==> config.mk <==
export PLATFORM = sky130hd
export DESIGN_NAME = recfg_port_regs
export DESIGN_NICKNAME = d
export VERILOG_FILES = /design/src/rtl/recfg_pkg.sv /design/src/rtl/recfg_timeout.sv /design/src/rtl/recfg_xact_engine.sv /design/src/rtl/recfg_reg_file.sv /design/src/rtl/recfg_port_regs.sv
export SDC_FILE = /design/constraint.sdc
export NUM_CORES = 1
export LEC_CHECK = 0
export ABC_CLOCK_PERIOD_IN_PS = 4200
export CAP_MARGIN = 20
export CORE_ASPECT_RATIO = 0.7
export CORE_MARGIN = 1
export CORE_UTILIZATION = 63
export CTS_CLUSTER_DIAMETER = 30
export DETAILED_ROUTE_END_ITERATION = 8
export DONT_BUFFER_PORTS = 1
export PLACE_DENSITY = 0.79
export SYNTH_ARGS = -nofsm -noshare
export SYNTH_HDL_FRONTEND = slang
export SYNTH_SLANG_ARGS = --single-unit
==> constraint.sdc <==
create_clock -name clk -period 4.2 [get_ports clk]
set_input_delay 1.05 -clock clk [delete_from_list [all_inputs] [get_ports clk]]
set_output_delay 1.05 -clock clk [all_outputs]
set_load 0.05 [all_outputs]
==> src/rtl/recfg_pkg.sv <==
// Package: register offsets, header constants and control bit positions
// shared by the reconfiguration port bridge.
// Assumes 32-bit word-aligned host accesses inside a 32-byte window.
package recfg_pkg;
    localparam logic [2:0] W_TYPE  = 3'd0;
    localparam logic [2:0] W_VER   = 3'd1;
    localparam logic [2:0] W_NEXT  = 3'd2;
    localparam logic [2:0] W_INFO  = 3'd3;
    localparam logic [2:0] W_CTRL  = 3'd4;
    localparam logic [2:0] W_ADDR  = 3'd5;
    localparam logic [2:0] W_WDAT  = 3'd6;
    localparam logic [2:0] W_RDAT  = 3'd7;

    localparam logic [31:0] HDR_TYPE = 32'h0000_C150;
    localparam logic [31:0] HDR_VER  = 32'h0000_0100;

    localparam int CB_EN   = 0;
    localparam int CB_WR   = 1;
    localparam int CB_BUSY = 8;
endpackage

==> src/rtl/recfg_timeout.sv <==
// Module: watchdog for one outstanding port transaction.
// Counts cycles while busy without ready; raises expire in the last allowed
// cycle. Assumes TIMEOUT >= 2.
module recfg_timeout #(
    parameter int TIMEOUT = 64
) (
    input  logic clk,
    input  logic rst_n,
    input  logic arm,
    input  logic busy,
    input  logic rdy,
    output logic expire
);
    localparam int CNT_W = (TIMEOUT > 1) ? $clog2(TIMEOUT) : 1;
    localparam logic [CNT_W-1:0] LAST = CNT_W'(TIMEOUT - 1);

    logic [CNT_W-1:0] cnt_q;

    // Expire fires on the last busy cycle that is still allowed.
    assign expire = busy && (cnt_q == LAST);

    // Count busy cycles; restart on each launch and while idle.
    always_ff @(posedge clk) begin
        if (!rst_n || arm || !busy) begin
            cnt_q <= '0;
        end else if (!rdy && !expire) begin
            cnt_q <= cnt_q + 1'b1;
        end
    end

    // after expiry the engine must drop busy.
    a_r10_expire_clears: assert property (@(posedge clk) disable iff (!rst_n)
        (expire && !arm) |=> !busy);
endmodule

==> src/rtl/recfg_xact_engine.sv <==
// Module: launches one port transaction and tracks it until ready or timeout.
// Assumes start is only offered while not busy (guarded by the register file).
module recfg_xact_engine #(
    parameter int PD_W    = 16,
    parameter int TIMEOUT = 64
) (
    input  logic            clk,
    input  logic            rst_n,
    input  logic            ctrl_accept,
    input  logic            start,
    input  logic            wbit,
    input  logic            port_rdy,
    input  logic [PD_W-1:0] port_rdata,
    output logic            port_en,
    output logic            port_we,
    output logic            busy,
    output logic            we_bit,
    output logic            cap_en,
    output logic [PD_W-1:0] cap_data
);
    logic expire;

    recfg_timeout #(.TIMEOUT(TIMEOUT)) u_tmo (
        .clk    (clk),
        .rst_n  (rst_n),
        .arm    (start),
        .busy   (busy),
        .rdy    (port_rdy),
        .expire (expire)
    );

    // Read data is taken only when a read transaction completes.
    assign cap_en   = busy && port_rdy && !we_bit;
    assign cap_data = port_rdata;

    // Strobe the port for one cycle on launch.
    always_ff @(posedge clk) begin
        if (!rst_n) begin
            port_en <= 1'b0;
            port_we <= 1'b0;
        end else begin
            port_en <= start;
            port_we <= start && wbit;
        end
    end

    // Keep the write bit of the last accepted control write.
    always_ff @(posedge clk) begin
        if (!rst_n)           we_bit <= 1'b0;
        else if (ctrl_accept) we_bit <= wbit;
    end

    // Busy from launch until ready or timeout.
    always_ff @(posedge clk) begin
        if (!rst_n)                             busy <= 1'b0;
        else if (start)                         busy <= 1'b1;
        else if (busy && (port_rdy || expire))  busy <= 1'b0;
    end

    // the enable strobe lasts one cycle.
    a_r6_en_pulse: assert property (@(posedge clk) disable iff (!rst_n)
        port_en |=> !port_en);
    // write select only accompanies the strobe.
    a_r6_we_gated: assert property (@(posedge clk) disable iff (!rst_n)
        port_we |-> port_en);
    // a strobe always belongs to a tracked transaction.
    a_r7_en_busy: assert property (@(posedge clk) disable iff (!rst_n)
        port_en |-> busy);
    // no launch is offered while a transaction is outstanding.
    a_r9_no_relaunch: assert property (@(posedge clk) disable iff (!rst_n)
        busy |-> !start);
endmodule

==> src/rtl/recfg_reg_file.sv <==
// Module: host register decode, storage and registered readback.
// Assumes word-aligned offsets; low two address bits are ignored.
module recfg_reg_file
    import recfg_pkg::*;
#(
    parameter int          HOST_AW   = 8,
    parameter int          PA_W      = 10,
    parameter int          PD_W      = 16,
    parameter logic [31:0] NEXT_PTR  = 32'h0,
    parameter logic [31:0] INFO_WORD = 32'h0
) (
    input  logic               clk,
    input  logic               rst_n,
    input  logic [HOST_AW-1:0] host_addr,
    input  logic               host_wr,
    input  logic               host_rd,
    input  logic [31:0]        host_wdata,
    output logic [31:0]        host_rdata,
    input  logic               busy,
    input  logic               we_bit,
    input  logic               cap_en,
    input  logic [PD_W-1:0]    cap_data,
    output logic               ctrl_accept,
    output logic               start,
    output logic               wbit,
    output logic [PA_W-1:0]    addr_q,
    output logic [PD_W-1:0]    wdat_q
);
    logic            in_win;
    logic [2:0]      widx;
    logic [PD_W-1:0] rdat_q;
    logic [31:0]     rd_mux;

    // Word select within the 32-byte window.
    assign in_win = (host_addr >> 5) == '0;
    assign widx   = host_addr[4:2];

    // Control writes count only while idle.
    assign ctrl_accept = host_wr && in_win && (widx == W_CTRL) && !busy;
    assign start       = ctrl_accept && host_wdata[CB_EN];
    assign wbit        = host_wdata[CB_WR];

    // Store the transaction address.
    always_ff @(posedge clk) begin
        if (!rst_n)                                    addr_q <= '0;
        else if (host_wr && in_win && widx == W_ADDR)  addr_q <= host_wdata[PA_W-1:0];
    end

    // Store the transaction write data.
    always_ff @(posedge clk) begin
        if (!rst_n)                                    wdat_q <= '0;
        else if (host_wr && in_win && widx == W_WDAT)  wdat_q <= host_wdata[PD_W-1:0];
    end

    // Capture returned data at the end of a read transaction.
    always_ff @(posedge clk) begin
        if (!rst_n)      rdat_q <= '0;
        else if (cap_en) rdat_q <= cap_data;
    end

    // Select the addressed word.
    always_comb begin
        rd_mux = '0;
        if (in_win) begin
            unique case (widx)
                W_TYPE: rd_mux = HDR_TYPE;
                W_VER:  rd_mux = HDR_VER;
                W_NEXT: rd_mux = NEXT_PTR;
                W_INFO: rd_mux = INFO_WORD;
                W_CTRL: begin
                    rd_mux[CB_EN]   = busy;
                    rd_mux[CB_WR]   = we_bit;
                    rd_mux[CB_BUSY] = busy;
                end
                W_ADDR: rd_mux = 32'(addr_q);
                W_WDAT: rd_mux = 32'(wdat_q);
                W_RDAT: rd_mux = 32'(rdat_q);
                default: rd_mux = '0;
            endcase
        end
    end

    // Register the readback on each read strobe.
    always_ff @(posedge clk) begin
        if (!rst_n)       host_rdata <= '0;
        else if (host_rd) host_rdata <= rd_mux;
    end

    // read data moves only on a completing read transaction.
    a_r8_rdat_hold: assert property (@(posedge clk) disable iff (!rst_n)
        !cap_en |=> $stable(rdat_q));
    // readback holds between read strobes.
    a_r3_rdata_hold: assert property (@(posedge clk) disable iff (!rst_n)
        !host_rd |=> $stable(host_rdata));
endmodule

==> src/rtl/recfg_port_regs.sv <==
// Module: top of the register-mapped reconfiguration port bridge.
// Connects the host register file to the transaction engine.
// Assumes a single host master and a component that answers with port_rdy.
module recfg_port_regs #(
    parameter int          HOST_AW   = 8,
    parameter int          PA_W      = 10,
    parameter int          PD_W      = 16,
    parameter int          TIMEOUT   = 64,
    parameter logic [31:0] NEXT_PTR  = 32'h0,
    parameter logic [31:0] INFO_WORD = 32'h0
) (
    input  logic               clk,
    input  logic               rst_n,
    input  logic [HOST_AW-1:0] host_addr,
    input  logic               host_wr,
    input  logic               host_rd,
    input  logic [31:0]        host_wdata,
    output logic [31:0]        host_rdata,
    output logic               port_en,
    output logic               port_we,
    output logic [PA_W-1:0]    port_addr,
    output logic [PD_W-1:0]    port_wdata,
    input  logic [PD_W-1:0]    port_rdata,
    input  logic               port_rdy
);
    logic            busy, we_bit, cap_en, ctrl_accept, start, wbit;
    logic [PD_W-1:0] cap_data;

    recfg_reg_file #(
        .HOST_AW(HOST_AW), .PA_W(PA_W), .PD_W(PD_W),
        .NEXT_PTR(NEXT_PTR), .INFO_WORD(INFO_WORD)
    ) u_regs (
        .clk(clk), .rst_n(rst_n),
        .host_addr(host_addr), .host_wr(host_wr), .host_rd(host_rd),
        .host_wdata(host_wdata), .host_rdata(host_rdata),
        .busy(busy), .we_bit(we_bit), .cap_en(cap_en), .cap_data(cap_data),
        .ctrl_accept(ctrl_accept), .start(start), .wbit(wbit),
        .addr_q(port_addr), .wdat_q(port_wdata)
    );

    recfg_xact_engine #(.PD_W(PD_W), .TIMEOUT(TIMEOUT)) u_eng (
        .clk(clk), .rst_n(rst_n),
        .ctrl_accept(ctrl_accept), .start(start), .wbit(wbit),
        .port_rdy(port_rdy), .port_rdata(port_rdata),
        .port_en(port_en), .port_we(port_we),
        .busy(busy), .we_bit(we_bit),
        .cap_en(cap_en), .cap_data(cap_data)
    );
endmodule

Yosys cells after proc, flatten, opt, wreduce, memory -nomap -nowiden
Cells that the tools add are included.
{"block": "totals", "reg_bits": 84, "latch_bits": 0, "ramBits": 0, "mem_bits_ro": 0, "in_bits": 61, "word_cells": 51, "memories": 0}
{"block": "op_classes", "n_addsub": 1, "multipliers": 0, "div": 0, "n_lt_le_gt_ge": 0, "eq_ne": 8, "shift": 0, "n_mux": 7, "n_bitwise": 0, "n_reduce_logical": 26}
{"op": "32-bit 2-to-1 mux", "n": 1}
{"op": "7-bit one-hot mux with 4 select lines", "n": 1}
{"op": "6-bit one-hot mux with 4 select lines", "n": 1}
{"op": "3-bit == test, second input constant", "n": 4}
{"op": "1-bit logical AND", "n": 12}
{"op": "2-bit one-hot mux with 5 select lines", "n": 1}
{"op": "8-bit logical NOT", "n": 1}
{"op": "6-bit by 1-bit adder with 6-bit output, second input constant", "n": 1}
{"op": "3-bit by 2-bit == test with 1-bit output, second input constant", "n": 2}
{"op": "6-bit == test, second input constant", "n": 1}
{"op": "1-bit one-hot mux with 6 select lines", "n": 1}
{"op": "1-bit logical NOT", "n": 5}
{"op": "2-bit OR reduction", "n": 2}
{"op": "4-bit OR reduction", "n": 1}
{"op": "3-bit by 1-bit == test with 1-bit output, second input constant", "n": 1}
{"op": "3-bit logical NOT", "n": 1}
{"op": "1-bit logical OR", "n": 3}
{"op": "1-bit 2-to-1 mux", "n": 2}
{"op": "2-bit nonzero test", "n": 1}

Longest topological paths before layout
Gate-level depths: netlist of the first run.
{"block": "logic_depth", "depth_word": 7, "mapped_depth": 6, "mapped_depth_nobuf": 4}

Cells and area by module
From an unflattened synthesis of the first run, not the netlist that was laid out.
{"block": "hier_totals", "hier_cells": 341, "hier_area_um2": 3223.1}
{"mod": "recfg_reg_file", "n_inst": 1, "cells_each": 278, "area_per_inst_um2": 2646.3, "seq_area_each_um2": 1161.1}
{"mod": "recfg_timeout", "n_inst": 1, "cells_each": 35, "area_per_inst_um2": 320.3, "seq_area_each_um2": 120.1}
{"mod": "recfg_xact_engine", "n_inst": 1, "cells_each": 28, "area_per_inst_um2": 256.5, "seq_area_each_um2": 80.1}

Least setup slack after synthesis of the first run
No wires, ideal clock.
{"block": "synth_path", "path_type": "input to register", "from": "in host_addr[6]", "to": "reg u_regs.addr_q[0]", "setup_ns": 0.132, "arrival_time_ns": 2.106, "t_required_ns": 4.068, "path_slack_ns": 1.962, "stages": 5, "n_path_buf": 2, "path_cell_list": "or4b_1 -> clkbuf_1 -> clkbuf_1 -> o21ai_0 -> a21oi_1"}
{"block": "synth_via", "elab_chain_len": 3}
{"item": "start: declaration", "line_no": "recfg_port_regs.sv:14", "text": "input logic [HOST_AW-1:0] host_addr,"}
{"item": "8-bit logical NOT", "line_no": "recfg_reg_file.sv:35", "text": "assign in_win = (host_addr >> 5) == '0;"}
{"item": "1-bit logical AND (2 in series)", "line_no": "recfg_reg_file.sv:46", "text": "else if (host_wr && in_win && widx == W_ADDR) addr_q <= host_wdata[PA_W-1:0];"}
{"item": "end signal: assignment", "line_no": "recfg_reg_file.sv:46"}
{"item": "end: declaration", "line_no": "recfg_reg_file.sv:26", "text": "output logic [PA_W-1:0] addr_q,"}
Every way passes these cells.
A chain may end at the register's enable or synchronous reset.

Final worst setup path of the first run
{"block": "layout_path", "from": "in host_addr[6]", "to": "reg u_regs.wdat_q[5]"}
{"block": "layout_via", "elab_chain_len": 3}
{"item": "8-bit logical NOT", "line_no": "recfg_reg_file.sv:35"}
{"item": "1-bit logical AND (2 in series)", "line_no": "recfg_reg_file.sv:52", "text": "else if (host_wr && in_win && widx == W_WDAT) wdat_q <= host_wdata[PD_W-1:0];"}
{"item": "end signal: assignment", "line_no": "recfg_reg_file.sv:52"}
{"item": "end: declaration", "line_no": "recfg_reg_file.sv:27", "text": "output logic [PD_W-1:0] wdat_q"}
Every way passes these cells.

==> impl_table.tex, run 1 <==
\begin{tabular}{lr}
\hline
Metric & Value \\
\hline
\multicolumn{2}{l}{\textbf{Status}} \\
\quad Run status & complete, no violations \\
\multicolumn{2}{l}{\textbf{Finish}} \\
\quad Layout net count & approximately 400 \\
\quad Most common cell after layout, fill and taps aside & sky130\_fd\_sc\_hd\_\_dfxtp\_1 \\
\quad Commonest cells after routing, fill and taps aside & sky130\_fd\_sc\_hd\_\_dfxtp\_1, sky130\_fd\_sc\_hd\_\_a21oi\_1, sky130\_fd\_sc\_hd\_\_nand2\_1 \\
\quad Area Overhead vs Synth & 3.31\% \\
\quad Diodes inserted & 0 \\
\quad Fraction of final layout cells with drive strength greater than 1 & under 10\% \\
\multicolumn{2}{l}{\textbf{Die}} \\
\quad Area inside the core boundary & 4500 um\^{}2 \\
\quad Number of top-level pins & $\sim$120 \\
\quad Die area & 5140 um\^{}2 \\
\quad Die width & 85.3 um \\
\quad Die Y & $\sim$60 um \\
\quad Number of cell rows & 20 \\
\quad Initial core utilization & 67.9\% \\
\multicolumn{2}{l}{\textbf{Drt}} \\
\quad Number of remaining DRC errors & 0 \\
\quad Via density per instance & 6.45 \\
\quad Wire length reported by the detailed router & 7.47 mm \\
\quad Vias after detailed routing & around 2,600 \\
\quad 1st-iter DRT viols & around 280 \\
\quad Number of detailed-route iterations in the first pass & 6 \\
\quad Residual antenna-violating net count after detailed routing & 0 \\
\quad Wirelength per Cell & 18.7 um \\
\multicolumn{2}{l}{\textbf{Power}} \\
\quad Worst vdd ir & 304 uV \\
\quad Ratio of total power to cell area & 402 nW/um\^{}2 \\
\quad Logic pwr share & 5.4\% \\
\quad Sequential cell fraction of total power & roughly 50\% \\
\quad Post-layout power & 1.27 mW \\
\quad Switch Pwr & 0.307 mW \\
\quad Clock network fraction of design power & 43.3\% \\
\quad Int Power & $\sim$0.96 mW \\
\quad Total leakage power & roughly 1.1 nW \\
\quad Switching portion of total power & between 20\% and 30\% \\
\multicolumn{2}{l}{\textbf{Min path}} \\
\quad Endpoint of the worst hold path & u\_regs.rdat\_q[7] \\
\quad Hold Startpoint & u\_regs.rdat\_q[7] \\
\quad Worst min-delay path class & register to register \\
\quad Hold Path Stages & 2 \\
\multicolumn{2}{l}{\textbf{Logic synthesis}} \\
\quad Async set-reset flop share out of synthesis & 0\% \\
\quad Number of warnings printed during yosys synthesis & 0 \\
\quad Synthesized netlist cell count & 358 \\
\quad Flops \& latches, synth & 68 \\
\quad Library cells used by synthesis & 46 \\
\quad Share of the yosys chip area belonging to registers & 44.5\% \\
\quad Mapped cell area & between 3000 and 4000 um\^{}2 \\
\quad Number of flops mapped to enable cells by yosys & 0 \\
\quad Mean post-synth cell area & 8.54 um\^{}2 \\
\quad Top cells by area, synth & sky130\_fd\_sc\_hd\_\_dfxtp\_1, sky130\_fd\_sc\_hd\_\_a21oi\_1, sky130\_fd\_sc\_hd\_\_o21ai\_0 \\
\quad Fraction of synthesized cell area taken by the top area cell type & 44.5\% \\
\quad Prevailing post-synth register cell & sky130\_fd\_sc\_hd\_\_dfxtp\_1 \\
\quad Cell accounting for the most synthesized area & sky130\_fd\_sc\_hd\_\_dfxtp\_1 \\
\multicolumn{2}{l}{\textbf{Clocking}} \\
\quad CTS tree & built \\
\quad Maximum number of buffers from clock root to sink & 2 \\
\quad Total CTS buffers & 9 \\
\quad Number of buffers inserted to repair setup after CTS & 0 \\
\quad Clock transition at the register clock pins on the worst setup and hold paths after CTS & 0.07 ns \\
\quad CTS root buf & sky130\_fd\_sc\_hd\_\_clkbuf\_8 \\
\quad Total number of clock tree sinks & 68 \\
\quad Quantity of hold-fixing buffers added after cts & 0 \\
\quad Clock H-tree levels & 3 \\
\quad Resized Gates After CTS & 0 \\
\quad Clock latency of the later-clocked register in the worst-skew pair & 0.34 ns \\
\multicolumn{2}{l}{\textbf{Timing}} \\
\quad Measured slew at the worst slew-check pin & 0.846 ns \\
\quad Hold violation total from the final report & 0 \\
\quad Fmax achieved & 454 MHz \\
\quad Post-Route Skew & 0.00663 ns \\
\quad Worst hold slack after final layout & 0.454 ns \\
\quad Final setup fails & 0 \\
\quad Period utilisation layout & a little over half \\
\quad Pins Over Slew Limit & 0 \\
\quad Headroom to the max-slew limit & 43.5\% \\
\quad Total negative slack & 0 ns \\
\quad Unrepaired setup endpoints after global routing & false \\
\quad Min Clock Period, post-route & 2.20 ns \\
\multicolumn{2}{l}{\textbf{Setup path}} \\
\quad Delay contributed by the slowest stage of the critical path & 0.73 ns \\
\quad Worst reg2reg path endpoint & u\_eng.port\_we \\
\quad Worst setup slack for register-to-register paths & roughly 2.7 ns \\
\quad Required @ worst endpoint & 4.48 ns \\
\quad Crit path arrival time & around 2.5 ns \\
\quad Number of cell instances on the worst register-to-register path & 3 \\
\quad Ordered cell list for the critical path & nor4b\_2, buf\_4, nand3\_1, a21oi\_1 \\
\quad Worst setup EP type & register \\
\quad Worst setup path class & input port to register \\
\quad Worst R2R Start & u\_eng.busy \\
\quad CP max FO & 22 \\
\quad Startpoint types & input port \\
\quad Worst-path cell with the longest stage delay & sky130\_fd\_sc\_hd\_\_nor4b\_2 \\
\multicolumn{2}{l}{\textbf{Global route}} \\
\quad Via count of the first global-routing pass & between 2,000 and 2,500 \\
\quad Initial antenna violation count & 0 \\
\quad Global-route wire length before repair & around 11 mm \\
\quad Pin count of the biggest net entering global routing & 38 \\
\quad Total overflow reported by the global router & 0 \\
\quad Total routing usage reported by global routing & between 20\% and 30\% \\
\multicolumn{2}{l}{\textbf{Job}} \\
\quad Max Cap Viol & 0 \\
\multicolumn{2}{l}{\textbf{Placement}} \\
\quad Last weighted congestion value of the routability-driven placer & 0.800 \\
\quad Total of buffers placed on input and output ports & 0 \\
\quad Placed wire-length estimate & between 5 and 6 mm \\
\hline
\end{tabular}
==> state kept, by name, indices dropped and copies added, names as in the netlist <==
name,count
u_regs.rdat_q,16
u_eng.port_en,1
u_regs.addr_q,10
u_regs.wdat_q,16
u_regs.host_rdata,16
u_eng.u_tmo.cnt_q,6
u_eng.port_we,1
u_eng.busy,1
u_eng.we_bit,1
==> through the flow <==
step | std cells | worst slack, ns | area (um^2) | util (%)
after floorplan | 373 | 1.96 | 3110 | -
after global placement | 384 | 1.70 | 2960 | 65.6
final | 400 | 2.00 | 3160 | 70.1
after detailed placement | 384 | 1.69 | 2960 | 65.6
after CTS | 400 | 2.05 | 3160 | 70.1
after global routing | 400 | 1.93 | 3160 | 70.1
==> Yosys cell counts, types with 2 or more instances <==
master,count
sky130_fd_sc_hd__nand2_1,45
sky130_fd_sc_hd__and4b_1,2
sky130_fd_sc_hd__buf_2,9
sky130_fd_sc_hd__a32o_1,2
sky130_fd_sc_hd__dfxtp_1,68
sky130_fd_sc_hd__nor2b_1,3
sky130_fd_sc_hd__a22o_1,4
sky130_fd_sc_hd__a31oi_1,3
sky130_fd_sc_hd__nand3_1,27
sky130_fd_sc_hd__nand2b_1,2
sky130_fd_sc_hd__nand3b_1,3
sky130_fd_sc_hd__o21ai_0,37
sky130_fd_sc_hd__inv_1,6
sky130_fd_sc_hd__mux2i_1,13
sky130_fd_sc_hd__or4b_1,2
sky130_fd_sc_hd__nand4b_1,2
sky130_fd_sc_hd__and3b_1,4
sky130_fd_sc_hd__a21oi_1,45
sky130_fd_sc_hd__o211ai_1,2
sky130_fd_sc_hd__nor4b_1,3
sky130_fd_sc_hd__nor2_1,4
sky130_fd_sc_hd__buf_4,17
sky130_fd_sc_hd__o32a_1,4
sky130_fd_sc_hd__and3_1,2
sky130_fd_sc_hd__clkbuf_1,19
sky130_fd_sc_hd__a22oi_1,5
sky130_fd_sc_hd__o22ai_1,2
sky130_fd_sc_hd__mux2_2,5
==> logic make-up after synthesis <==
kind of cell / synth area share, %
AOI/OAI and AO/OA: 21.3
adders and majority gates: 0.409
buffers and inverters: 8.84
DFF: 44.5
muxes: 6.83
other: 0.123
and+or+nand+nor: 18.0
==> worst max-delay path, delay by kind of cell <==
kind / cells / cell delay [ns]
buf+inv: 1 / 0.39
compound gates: 1 / 0.15
simple gates: 2 / 0.88
==> power by group through the flow <==
stage | registers (mW) | logic (mW) | clock network, mW
6_report | 0.652 | 0.0681 | 0.550
5_1_grt | 0.651 | 0.0717 | 0.589
4_1_cts | 0.651 | 0.0672 | 0.554
3_5_place_dp | 0.666 | 0.0671 | 0
3_3_place_gp | 0.666 | 0.0673 | 0
2_1_floorplan | 0.666 | 0.0832 | 0
==> area by class of cell <==
class	count	area, um^2
multi-input combinational	253	1490
inverter	6	22.5
fill	404	1350
tap	55	68.8
sequential	68	1360
clock buffer	12	155
timing repair buffer	2	15.0
clock inverter	4	47.5
==> metal layers <==
metal	global-route usage [%]	share of wire (%)	vias to the layer above
li1	-	-	1220
met1	41.4	44	1174
met2	39.7	41	169
met3	17.5	14	15
met4	5.95	0.95	0
met5	0	0	-
==> how the worst max path moves through the flow <==
stage	depth (start not counted)	slack, ns	end	startpoint
after CTS	3	2.05	u_regs.wdat_q[4]	host_addr[6]
final	4	2.00	u_regs.wdat_q[5]	host_addr[6]
after floorplan	5	1.96	u_regs.addr_q[0]	host_addr[6]
after global placement	3	1.70	u_regs.addr_q[9]	host_addr[6]
after detailed placement	3	1.69	u_regs.wdat_q[4]	host_addr[6]
after global routing	4	1.93	u_regs.wdat_q[8]	host_addr[6]
Power figures use the tool's default switching activity.
==> run 2: changes to the inputs <==
--- a/config.mk
+++ b/config.mk
@@ -5,15 +5,15 @@
 export SDC_FILE = /design/constraint.sdc
 export NUM_CORES = 1
 export LEC_CHECK = 0
-export ABC_CLOCK_PERIOD_IN_PS = 4200
+export ABC_CLOCK_PERIOD_IN_PS = 2100
 export CAP_MARGIN = 20
 export CORE_ASPECT_RATIO = 0.7
 export CORE_MARGIN = 1
-export CORE_UTILIZATION = 63
+export CORE_UTILIZATION = 62
 export CTS_CLUSTER_DIAMETER = 30
 export DETAILED_ROUTE_END_ITERATION = 8
 export DONT_BUFFER_PORTS = 1
-export PLACE_DENSITY = 0.79
+export PLACE_DENSITY = 0.78
 export SYNTH_ARGS = -nofsm -noshare
 export SYNTH_HDL_FRONTEND = slang
 export SYNTH_SLANG_ARGS = --single-unit
==> constraint.sdc (replaced) <==
create_clock -name clk -period 2.1 [get_ports clk]
set_input_delay 0.525 -clock clk [delete_from_list [all_inputs] [get_ports clk]]
set_output_delay 0.525 -clock clk [all_outputs]
set_load 0.05 [all_outputs]
==> run 2 against run 1 <==
  * Utilization up 0.16 points
  * Register-to-register slack worse by 2.1 ns
  * First-iteration DRC count up 2.5%
  * Highest routed layer unchanged
  * Combinational power up 110%
  * Clock power up 70%
  * Global-route usage down 0.40 points
  * Clock skew down 0.00079 ns
  * Die area up 1.6%
  * Sequential share of layout area down 0.34 points
  * Critical endpoint is now port_wdata[8]
  * Flip-flop and latch count unchanged
  * Clock-buffer cell count down 1
==> impl_table.tex, run 2 (same netlist as run 1, synthesis figures left out) <==
\begin{tabular}{lr}
\hline
Metric & Value \\
\hline
\multicolumn{2}{l}{\textbf{Die}} \\
\quad Die Y & 60.8 um (+0.78\%) \\
\quad Die width & 85.9 um (+0.79\%) \\
\quad Die area & 5220 um\^{}2 (+1.6\%) \\
\quad Number of top-level pins & 121 (unchanged) \\
\quad Number of cell rows & 20 (unchanged) \\
\quad Area inside the core boundary & 4530 um\^{}2 (+0.56\%) \\
\quad Initial core utilization & 67.5\% (-0.38 points) \\
\multicolumn{2}{l}{\textbf{Placement}} \\
\quad Total of buffers placed on input and output ports & 0 (unchanged) \\
\quad Placed instance area & 3020 um\^{}2 (+2.2\%) \\
\quad Placed wire-length estimate & 5.23 mm (+1.2\%) \\
\quad Last weighted congestion value of the routability-driven placer & 0.819 (+2.4\%) \\
\quad Placed cell count & 400 (+4.2\%) \\
\multicolumn{2}{l}{\textbf{Min path}} \\
\quad Hold Startpoint & host\_wdata[1] \\
\quad Worst min-delay path class & input port to register \\
\quad Hold Path Stages & 1 (-1) \\
\quad Endpoint of the worst hold path & u\_eng.port\_we \\
\multicolumn{2}{l}{\textbf{Job}} \\
\quad Max Cap Viol & 0 (unchanged) \\
\multicolumn{2}{l}{\textbf{Finish}} \\
\quad Final cell area excluding filler cells & 3180 um\^{}2 (+0.79\%) \\
\quad Final Util & 70.3\% (+0.16 points) \\
\quad Most common cell after layout, fill and taps aside & sky130\_fd\_sc\_hd\_\_dfxtp\_1 \\
\quad Commonest cells after routing, fill and taps aside & sky130\_fd\_sc\_hd\_\_dfxtp\_1, sky130\_fd\_sc\_hd\_\_a21oi\_1, sky130\_fd\_sc\_hd\_\_nand2\_1 \\
\quad Layout net count & 407 (+1.2\%) \\
\quad Registers with the highest flip-flop counts & u\_regs.host\_rdata: 16 flops, u\_regs.rdat\_q: 16 flops, u\_regs.wdat\_q: 16 flops \\
\quad Fraction of final layout cells with drive strength greater than 1 & 8.07\% (+0.82 points) \\
\quad Diodes inserted & 0 (unchanged) \\
\quad Area Overhead vs Synth & 4.13\% \\
\quad Number of filler instances in the final layout & 362 (-10\%) \\
\quad Number of standard cells in the layout, taps in and fillers out & 413 (+3.3\%) \\
\multicolumn{2}{l}{\textbf{Timing}} \\
\quad Min Clock Period, post-route & 1.57 ns \\
\quad Total negative slack & 0 ns (unchanged) \\
\quad Unrepaired setup endpoints after global routing & false \\
\quad Worst hold slack after final layout & 0.302 ns (-0.152 ns) \\
\quad Fmax achieved & 638 MHz \\
\quad Measured slew at the worst slew-check pin & 0.690 ns (-0.155 ns) \\
\quad Pins Over Slew Limit & 0 (unchanged) \\
\quad Final setup fails & 0 (unchanged) \\
\quad Hold violation total from the final report & 0 (unchanged) \\
\quad Period utilisation layout & 74.6\% \\
\quad Headroom to the max-slew limit & 53.9\% (+10 points) \\
\quad Post-Route Skew & 0.00585 ns (-0.000785 ns) \\
\multicolumn{2}{l}{\textbf{Drt}} \\
\quad Number of detailed-route iterations in the first pass & 5 (-1) \\
\quad Via density per instance & 6.31 (-2.2\%) \\
\quad Wirelength per Cell & 18.3 um (-2.0\%) \\
\quad Vias after detailed routing & 2,604 (+1.0\%) \\
\quad Wire length reported by the detailed router & 7.56 mm (+1.2\%) \\
\quad 1st-iter DRT viols & 286 (+2.5\%) \\
\quad Residual antenna-violating net count after detailed routing & 0 (unchanged) \\
\quad Number of remaining DRC errors & 0 (unchanged) \\
\multicolumn{2}{l}{\textbf{Clocking}} \\
\quad Quantity of hold-fixing buffers added after cts & 0 (unchanged) \\
\quad Clock transition at the register clock pins on the worst setup and hold paths after CTS & 0.07 ns (about the same) \\
\quad Total number of clock tree sinks & 68 (unchanged) \\
\quad Resized Gates After CTS & 0 (unchanged) \\
\quad Total CTS buffers & 9 (unchanged) \\
\quad Maximum number of buffers from clock root to sink & 2 (unchanged) \\
\quad Number of buffers inserted to repair setup after CTS & 0 (unchanged) \\
\quad CTS tree & built \\
\quad Clock H-tree levels & 3 (unchanged) \\
\quad Clock latency of the later-clocked register in the worst-skew pair & 0.35 ns (about the same) \\
\quad CTS root buf & sky130\_fd\_sc\_hd\_\_clkbuf\_8 \\
\multicolumn{2}{l}{\textbf{Global route}} \\
\quad Initial antenna violation count & 0 (unchanged) \\
\quad Total routing usage reported by global routing & 29.5\% (-0.40 points) \\
\quad Global-route wire length before repair & 11.5 mm (+0.84\%) \\
\quad Total overflow reported by the global router & 0 (unchanged) \\
\quad Pin count of the biggest net entering global routing & 48 (+26\%) \\
\quad Via count of the first global-routing pass & 2,203 (+1.5\%) \\
\multicolumn{2}{l}{\textbf{Setup path}} \\
\quad Worst R2R Start & u\_eng.busy \\
\quad Worst setup path class & register to primary output \\
\quad Required @ worst endpoint & 1.57 ns (-2.91 ns) \\
\quad CP max FO & 3 (-86\%) \\
\quad Startpoint types & register \\
\quad Worst setup slack for register-to-register paths & 0.59 ns (-2.09 ns) \\
\quad Crit path arrival time & 1.04 ns (-1.44 ns) \\
\quad Worst reg2reg path endpoint & u\_regs.rdat\_q[4] \\
\quad Worst setup EP type & primary output \\
\quad Number of cell instances on the worst register-to-register path & 3 (unchanged) \\
\multicolumn{2}{l}{\textbf{Status}} \\
\quad Run status & complete, no violations \\
\multicolumn{2}{l}{\textbf{Power}} \\
\quad Total leakage power & 1.10 nW (+0.87\%) \\
\quad Worst vdd ir & 587 uV (+93\%) \\
\quad Ratio of total power to cell area & 747 nW/um\^{}2 (+86\%) \\
\hline
\end{tabular}
==> run 2: through the flow <==
step / worst slack, ns / total power, mW
after floorplan: 0.387 / 1.50
after global placement: 0.353 / 1.47
after detailed placement: 0.344 / 1.47
after CTS: 0.535 / 2.37
after global routing: 0.484 / 2.44
final: 0.533 / 2.38
==> run 2: cell type report <==
type                       instances  area, um^2  share of cell area (%)
multi-input combinational        253        1490                    46.8
sequential                        68        1360                    42.8
clock buffer                      11         151                    4.75
tap                               66        82.6                    2.59
timing repair buffer               7        65.1                    2.04
inverter                           6        22.5                   0.707
clock inverter                     2        12.5                   0.393
==> run 2: worst max-delay path by stage <==
stage	start	endpoint	slack, ns	cells after the start
after floorplan	host_addr[6]	u_regs.addr_q[0]	0.39	5
after CTS	u_regs.wdat_q[8]	port_wdata[8]	0.54	0
after detailed placement	host_addr[6]	u_regs.host_rdata[11]	0.34	3
final	u_regs.wdat_q[8]	port_wdata[8]	0.53	0
after global placement	host_addr[6]	u_regs.host_rdata[6]	0.35	3
after global routing	u_eng.busy	u_regs.rdat_q[9]	0.48	3
==> run 2: power breakdown <==
group / switching (mW) / internal (mW) / leakage, nW / total (mW)
Sequential: 0.0108 / 1.29 / 0.548 / 1.30
Combinational: 0.114 / 0.0279 / 0.468 / 0.141
Clock: 0.462 / 0.471 / 0.0831 / 0.933
==> run 2: routing by layer <==
layer | vias up | share of wire [%] | global-route usage, %
met2 | 148 | 42 | 39.3
met1 | 1220 | 44 | 43.5
met5 | - | 0 | 0
li1 | 1226 | - | -
met3 | 10 | 13 | 11.6
met4 | 0 | 1.2 | 8.81
